===== src/rtl/sp_bank_pkg.sv =====
package sp_bank_pkg;
  localparam int unsigned ADDR_W    = 8;
  localparam int unsigned CTRL_W    = 2;
  localparam int unsigned SEL_BIT   = 1;
  localparam int unsigned NPRIV_BIT = 0;

  localparam logic [ADDR_W-1:0] RN_MAIN = 8'd8;
  localparam logic [ADDR_W-1:0] RN_PROC = 8'd9;
  localparam logic [ADDR_W-1:0] RN_MASK = 8'd16;
  localparam logic [ADDR_W-1:0] RN_CTRL = 8'd20;

  typedef enum logic [1:0] {
    EV_NONE  = 2'd0,
    EV_ENTRY = 2'd1,
    EV_RET   = 2'd2,
    EV_WRITE = 2'd3
  } ev_kind_e;
endpackage


===== src/rtl/sp_bank_ctl.sv =====
module sp_bank_ctl
  import sp_bank_pkg::*;
#(
  parameter int unsigned DATA_W = 32
) (
  input  logic                 reg_wr_en,
  input  logic [ADDR_W-1:0]    reg_addr,
  input  logic [DATA_W-1:0]    reg_wdata,
  input  logic                 exc_entry,
  input  logic                 exc_return,
  input  logic [DATA_W-1:0]    exc_ret_code,
  input  logic [CTRL_W-1:0]    ctrl_cur,
  output ev_kind_e             ev_kind,
  output logic [CTRL_W-1:0]    ctrl_next,
  output logic                 ctrl_we,
  output logic                 swap,
  output logic                 act_we,
  output logic                 bank_we,
  output logic                 mask_we
);
  logic sel_cur;
  logic sel_next;

  assign sel_cur = ctrl_cur[SEL_BIT];

  always_comb begin
    if (exc_entry)       ev_kind = EV_ENTRY;
    else if (exc_return) ev_kind = EV_RET;
    else if (reg_wr_en)  ev_kind = EV_WRITE;
    else                 ev_kind = EV_NONE;
  end

  always_comb begin
    ctrl_next = ctrl_cur;
    ctrl_we   = 1'b0;
    act_we    = 1'b0;
    bank_we   = 1'b0;
    mask_we   = 1'b0;
    unique case (ev_kind)
      EV_ENTRY: begin
        ctrl_next[SEL_BIT] = 1'b0;
        ctrl_we            = 1'b1;
      end
      EV_RET: begin
        ctrl_next[SEL_BIT] = exc_ret_code[2];
        ctrl_we            = 1'b1;
      end
      EV_WRITE: begin
        unique case (reg_addr)
          RN_CTRL: begin
            ctrl_next = reg_wdata[CTRL_W-1:0];
            ctrl_we   = 1'b1;
          end
          RN_MAIN: begin
            bank_we = sel_cur;
            act_we  = ~sel_cur;
          end
          RN_PROC: begin
            act_we  = sel_cur;
            bank_we = ~sel_cur;
          end
          RN_MASK: mask_we = 1'b1;
          default: ;
        endcase
      end
      default: ;
    endcase
  end

  assign sel_next = ctrl_next[SEL_BIT];
  assign swap     = ctrl_we & (sel_next != sel_cur);
endmodule


===== src/rtl/sp_bank_store.sv =====
module sp_bank_store
  import sp_bank_pkg::*;
#(
  parameter int unsigned       DATA_W   = 32,
  parameter logic [DATA_W-1:0] RESET_SP = '0
) (
  input  logic                 clk,
  input  logic                 rst_n,
  input  logic [DATA_W-1:0]    wdata,
  input  logic                 swap,
  input  logic                 act_we,
  input  logic                 bank_we,
  input  logic                 ctrl_we,
  input  logic [CTRL_W-1:0]    ctrl_next,
  input  logic                 mask_we,
  output logic [DATA_W-1:0]    act_sp,
  output logic [DATA_W-1:0]    bank_sp,
  output logic [CTRL_W-1:0]    ctrl_q,
  output logic                 mask_q
);
  always_ff @(posedge clk) begin
    if (!rst_n) begin
      act_sp  <= RESET_SP;
      bank_sp <= RESET_SP;
    end else if (swap) begin
      act_sp  <= bank_sp;
      bank_sp <= act_sp;
    end else begin
      if (act_we)  act_sp  <= wdata;
      if (bank_we) bank_sp <= wdata;
    end
  end

  always_ff @(posedge clk) begin
    if (!rst_n) begin
      ctrl_q <= '0;
      mask_q <= 1'b0;
    end else begin
      if (ctrl_we) ctrl_q <= ctrl_next;
      if (mask_we) mask_q <= wdata[0];
    end
  end
endmodule


===== src/rtl/sp_bank_rdmux.sv =====
module sp_bank_rdmux
  import sp_bank_pkg::*;
#(
  parameter int unsigned DATA_W = 32
) (
  input  logic [ADDR_W-1:0] reg_addr,
  input  logic [DATA_W-1:0] act_sp,
  input  logic [DATA_W-1:0] bank_sp,
  input  logic [CTRL_W-1:0] ctrl_q,
  input  logic              mask_q,
  input  logic              exc_active,
  output logic [DATA_W-1:0] reg_rdata,
  output logic [DATA_W-1:0] lr_code
);
  localparam int unsigned       PAD_W   = DATA_W - CTRL_W;
  localparam logic [DATA_W-1:0] LR_BASE = {{(DATA_W-4){1'b1}}, 4'b0001};

  logic sel;
  assign sel = ctrl_q[SEL_BIT];

  always_comb begin
    unique case (reg_addr)
      RN_MAIN: reg_rdata = sel ? bank_sp : act_sp;
      RN_PROC: reg_rdata = sel ? act_sp : bank_sp;
      RN_MASK: reg_rdata = {{(DATA_W-1){1'b0}}, mask_q};
      RN_CTRL: reg_rdata = {{PAD_W{1'b0}}, ctrl_q};
      default: reg_rdata = '0;
    endcase
  end

  always_comb begin
    lr_code    = LR_BASE;
    lr_code[2] = sel;
    lr_code[3] = ~exc_active;
  end
endmodule


===== src/rtl/sp_bank_unit.sv =====
module sp_bank_unit
  import sp_bank_pkg::*;
#(
  parameter int unsigned       DATA_W   = 32,
  parameter logic [DATA_W-1:0] RESET_SP = '0
) (
  input  logic              clk,
  input  logic              rst_n,
  input  logic              reg_wr_en,
  input  logic [7:0]        reg_addr,
  input  logic [DATA_W-1:0] reg_wdata,
  output logic [DATA_W-1:0] reg_rdata,
  input  logic              exc_entry,
  input  logic              exc_active,
  input  logic              exc_return,
  input  logic [DATA_W-1:0] exc_ret_code,
  output logic [DATA_W-1:0] lr_code,
  output logic [DATA_W-1:0] active_sp,
  output logic [1:0]        ctrl_out,
  output logic              primask_out
);
  ev_kind_e              ev_kind;
  logic [CTRL_W-1:0]     ctrl_next;
  logic [CTRL_W-1:0]     ctrl_q;
  logic                  ctrl_we;
  logic                  swap;
  logic                  act_we;
  logic                  bank_we;
  logic                  mask_we;
  logic                  mask_q;
  logic [DATA_W-1:0]     act_sp;
  logic [DATA_W-1:0]     bank_sp;

  sp_bank_ctl #(.DATA_W(DATA_W)) u_ctl (
    .reg_wr_en    (reg_wr_en),
    .reg_addr     (reg_addr),
    .reg_wdata    (reg_wdata),
    .exc_entry    (exc_entry),
    .exc_return   (exc_return),
    .exc_ret_code (exc_ret_code),
    .ctrl_cur     (ctrl_q),
    .ev_kind      (ev_kind),
    .ctrl_next    (ctrl_next),
    .ctrl_we      (ctrl_we),
    .swap         (swap),
    .act_we       (act_we),
    .bank_we      (bank_we),
    .mask_we      (mask_we)
  );

  sp_bank_store #(.DATA_W(DATA_W), .RESET_SP(RESET_SP)) u_store (
    .clk       (clk),
    .rst_n     (rst_n),
    .wdata     (reg_wdata),
    .swap      (swap),
    .act_we    (act_we),
    .bank_we   (bank_we),
    .ctrl_we   (ctrl_we),
    .ctrl_next (ctrl_next),
    .mask_we   (mask_we),
    .act_sp    (act_sp),
    .bank_sp   (bank_sp),
    .ctrl_q    (ctrl_q),
    .mask_q    (mask_q)
  );

  sp_bank_rdmux #(.DATA_W(DATA_W)) u_rd (
    .reg_addr   (reg_addr),
    .act_sp     (act_sp),
    .bank_sp    (bank_sp),
    .ctrl_q     (ctrl_q),
    .mask_q     (mask_q),
    .exc_active (exc_active),
    .reg_rdata  (reg_rdata),
    .lr_code    (lr_code)
  );

  assign active_sp   = act_sp;
  assign ctrl_out    = ctrl_q;
  assign primask_out = mask_q;
endmodule


===== config.mk =====
export PLATFORM = sky130hd
export DESIGN_NAME = sp_bank_unit
export DESIGN_NICKNAME = d
export VERILOG_FILES = /design/src/rtl/sp_bank_pkg.sv /design/src/rtl/sp_bank_ctl.sv /design/src/rtl/sp_bank_store.sv /design/src/rtl/sp_bank_rdmux.sv /design/src/rtl/sp_bank_unit.sv
export SDC_FILE = /design/constraint.sdc
export NUM_CORES = 1
export LEC_CHECK = 0
export ABC_AREA = 0
export BUFFER_PORTS_ARGS = -buffer_cell sky130_fd_sc_hd__buf_2
export CAP_MARGIN = 20
export CELL_PAD_IN_SITES_DETAIL_PLACEMENT = 2
export CELL_PAD_IN_SITES_GLOBAL_PLACEMENT = 2
export CORE_MARGIN = 5
export CORE_UTILIZATION = 27
export DETAILED_ROUTE_END_ITERATION = 6
export GPL_ROUTABILITY_DRIVEN = 1
export GPL_TIMING_DRIVEN = 0
export PLACE_DENSITY_LB_ADDON = 0.12
export SKIP_CTS_REPAIR_TIMING = 1
export SLEW_MARGIN = 15
export SYNTH_ARGS = -nofsm -noshare
export SYNTH_HDL_FRONTEND = slang
export SYNTH_HIERARCHICAL = 1
export SYNTH_SLANG_ARGS = --single-unit

===== constraint.sdc =====
create_clock -name clk -period 2.16 [get_ports clk]
set_input_delay 0.108 -clock clk [delete_from_list [all_inputs] [get_ports clk]]
set_output_delay 0.108 -clock clk [all_outputs]
set_load 0.005 [all_outputs]

==> impl_metrics.yaml <==
run_status:
  status: "finished clean"
logic_synthesis:
  ys.flop_type: "sky130_fd_sc_hd__dfxtp_1"
  synthDistinctLibCells: 37
  synth_seq_area_share_pct: 28.32
  synth_cells: 476
  asyncSetResetFlopFracSynth_pct: 0
  yosys_reg_bits: 67
  total_of_warnings_raised_by_yosys: 6
  synth_enable_flop_cells: 0
  mappedNetlistArea_mm2: 0.004736
  synth.avg_cell_area_um2: 9.949
cts:
  clock_path_buffers: 2
  htreeDepth: 3
  cts_num_sinks: 67
  clock_insertion_delay_worst_skew_ns: 0.34
  cts_tree: "built"
  cts_inserted_buffers: 9
  cts_root_buf: "sky130_fd_sc_hd__clkbuf_16"
  clk_transition_reported_paths_ns: 0.06
sta:
  tightest_slew_ns: 0.6440
  hold_violations: 0
  maxSlewViolCount: 0
  min_period_over_period_pct: 94.84
  finalClockSkew_ns: 0.007468
  maxSlewHeadroom_pct: 57.06
  setup_viol_count_final: 0
  period_needed_ns: 2.048
  rsz0062_at_grt: "false"
  setup_tns_ns: 0
  fmax_mhz: 488.2
finish:
  finish.utilization_pct: 35.02
  share_of_post_route_cells_with_drive_strength_above_1_pct: 43.44
  mostFrequentLayoutCell: "sky130_fd_sc_hd__buf_2"
  antennaDiodeCount: 0
  final-instance-count-excl-fill: 858
  mostFrequentLayoutCells: "sky130_fd_sc_hd__buf_2, sky130_fd_sc_hd__dfxtp_1, sky130_fd_sc_hd__nand2_1"
  final_non_filler_cell_area_mm2: 0.006036
  flow.area_growth_from_synthesis_pct: 27.45
  finish.net_count: 710
power:
  power.net_switching_mw: 1.068
  power.switching_fraction_pct: 27.71
  leakagePower_nw: 3.278
  sequentialPowerShare_pct: 38.1
  cell_internal_pwr_mw: 2.787
  p_comb_share_pct: 23.3
  powerDensity_mw_per_mm2: 638.8
  clockPowerShare_pct: 38.6
  ir_drop_v: 0.0003678
global_routing:
  antenna_found_initial: 0
  grt_overflow_total: 0
  global_route_wire_length_before_repair_um: 25650
  number_of_global_route_vias_before_repair: 4573
  groute.usage.overall_pct: 16.18
  grt_max_degree: 11
worst_setup_path:
  critical-path-max-stage-delay_ns: 0.50
  worstPathRequired_ns: 2.38
  worst_path_most_repeated_cell: "sky130_fd_sc_hd__nor2_1"
  timing.critical_path.fanout_max: 10
  critPathCaptureType: "register"
  cp_cell_sequence: "buf_2 > nor2_1 > nor2_1 > ha_2 > nand2_1 > or4b_4 > nor2b_2 > buf_6 > buf_12 > mux2_4 > o211a_1"
  crit_end: "u_store/bank_sp[27]"
  critPathArrivalTime_ns: 2.27
  timing.critical_path.slowest_stage_cell: "sky130_fd_sc_hd__or4b_4"
  logic_depth_of_the_worst_register_to_register_path: 6
  crit_path_start_kind: "input port"
  r2r-end: "u_store/bank_sp[27]"
  r2r-start: "u_store/ctrl_q[1]"
  rrSetupSlack_ns: 0.32
  critical_path_start_end_classification: "in2reg"
  critPathLaunch: "reg_wr_en"
placed_design:
  dp.cells: 843
  gp_routability_congestion: 0.8038
  io_buffers: 114
  dpl-instance-area_mm2: 0.005693
  detailedPlacementHpwl_um: 11860
floorplanning:
  fp.dieW_um: 142.4
  initial_core_util_pct: 27.48
  dieArea_mm2: 0.02029
  core_mm2: 0.01724
  io_pins: 177
  fp.dieH_um: 142.4
  core.rowCount: 48
route:
  detailedRoute.firstPassIterationCount: 6
  drtIter0Drc: 181
  drcViolationCount: 0
  route.final.wire_length_um: 16090
  total_number_of_vias: 4000
  routed_via_density: 4.662
  postRouteAntennaNets: 0
  routedWlPerCell_um: 18.75
hold_path:
  hold_path_class: "in2reg"
  hold_path_depth: 3
run:
  cap_viol_max_count: 0
synth_stat cells (2+ instances only):
cell type,count,area share [%]
sky130_fd_sc_hd__buf_6,5,1.2
sky130_fd_sc_hd__mux2_4,60,19
sky130_fd_sc_hd__nor2_1,6,0.48
sky130_fd_sc_hd__nor4_4,2,0.90
sky130_fd_sc_hd__o211a_1,64,14
sky130_fd_sc_hd__mux2i_1,6,1.3
sky130_fd_sc_hd__a21oi_1,22,2.3
sky130_fd_sc_hd__nor3b_1,2,0.32
sky130_fd_sc_hd__mux2_2,4,0.95
sky130_fd_sc_hd__nand3_1,3,0.32
sky130_fd_sc_hd__inv_1,5,0.40
sky130_fd_sc_hd__buf_2,14,1.5
sky130_fd_sc_hd__o22ai_1,3,0.40
sky130_fd_sc_hd__clkbuf_1,12,0.95
sky130_fd_sc_hd__nand2_1,65,5.2
sky130_fd_sc_hd__dfxtp_1,67,28
sky130_fd_sc_hd__a21oi_2,11,2.0
sky130_fd_sc_hd__nand2b_1,43,5.7
sky130_fd_sc_hd__conb_1,2,0.16
sky130_fd_sc_hd__ha_1,3,0.79
sky130_fd_sc_hd__buf_12,6,2.5
sky130_fd_sc_hd__nor2b_1,3,0.40
sky130_fd_sc_hd__or2b_1,21,3.3
sky130_fd_sc_hd__buf_4,33,5.2
sky130_fd_sc_hd__a21o_1,2,0.32
worst min path at each step:
stage,endpoint,from
finish,u_store/mask_q,reg_wdata[0]
global route,u_store/act_sp[31],rst_n
CTS,u_store/mask_q,reg_wdata[0]
detailed placement,lr_code[3],exc_active
global placement,lr_code[3],exc_active
floorplan,lr_code[3],exc_active
critical path, delay by kind of cell:
family | cells | cell delay [ns]
AO/OA/AOI/OAI | 1 | 0.21
adder cells (fa/ha/maj) | 1 | 0.28
buffers and inverters | 3 | 0.41
multiplexers | 1 | 0.32
AND/OR/NAND/NOR | 5 | 0.94
through the flow:
step	hold WS [ns]	worst slack [ns]	power [mW]
after global routing	0.1269	0.01515	4.069
after global placement	0.4294	-0.5220	2.346
final	0.1022	0.1115	3.855
after floorplan	0.2425	0.06184	2.062
after CTS	0.08684	-0.2504	3.906
after detailed placement	0.4316	-0.6047	2.384
power groups by stage:
stage	Clock [mW]	Combinational [mW]	Sequential, mW
floorplan	0	0.595	1.47
CTS	1.54	0.894	1.47
detailed placement	0	0.887	1.50
finish	1.49	0.897	1.47
global placement	0	0.858	1.49
global route	1.59	0.988	1.49
flip-flops by register name (all words and copies together) (netlist names):
name and flops:
u_store/act_sp 32, u_store/bank_sp 32, u_store/ctrl_q 2, u_store/mask_q 1
cell families (layout without fill, tap and decap cells):
kind of cell	after synthesis	count (layout)	share of synthesized area [%]
simple gates	150	150	17.54
flops	67	67	28.32
fa+ha+maj	3	3	0.7927
buf+inv	75	204	11.78
xor+xnor	3	3	0.8721
mux	71	71	21.48
other cells	2	30	0.1586
compound gates	105	105	19.05
layout make-up:
| class | instances | area [um2] |
|---|---|---|
| clock inverter | 2 | 35.03 |
| timing repair buffer | 114 | 570.5 |
| fill | 1919 | 11200 |
| buffer | 70 | 574.3 |
| inverter | 5 | 18.77 |
| tap | 225 | 281.5 |
| clock buffer | 13 | 260.3 |
| multi-input combinational | 362 | 2953 |
| sequential | 67 | 1343 |
layer usage:
layer / global-route usage [%] / wire length (um) / vias up / part of all wire [%]
met1: 19.45 / 6899 / 1995 / 43
li1: - / - / 1900 / -
met4: 5.053 / 213 / 0 / 1.3
met2: 29.06 / 8215 / 91 / 51
met3: 3.058 / 757 / 14 / 4.7
met5: 0 / 0 / - / 0
(Power assumes the default switching activity.)
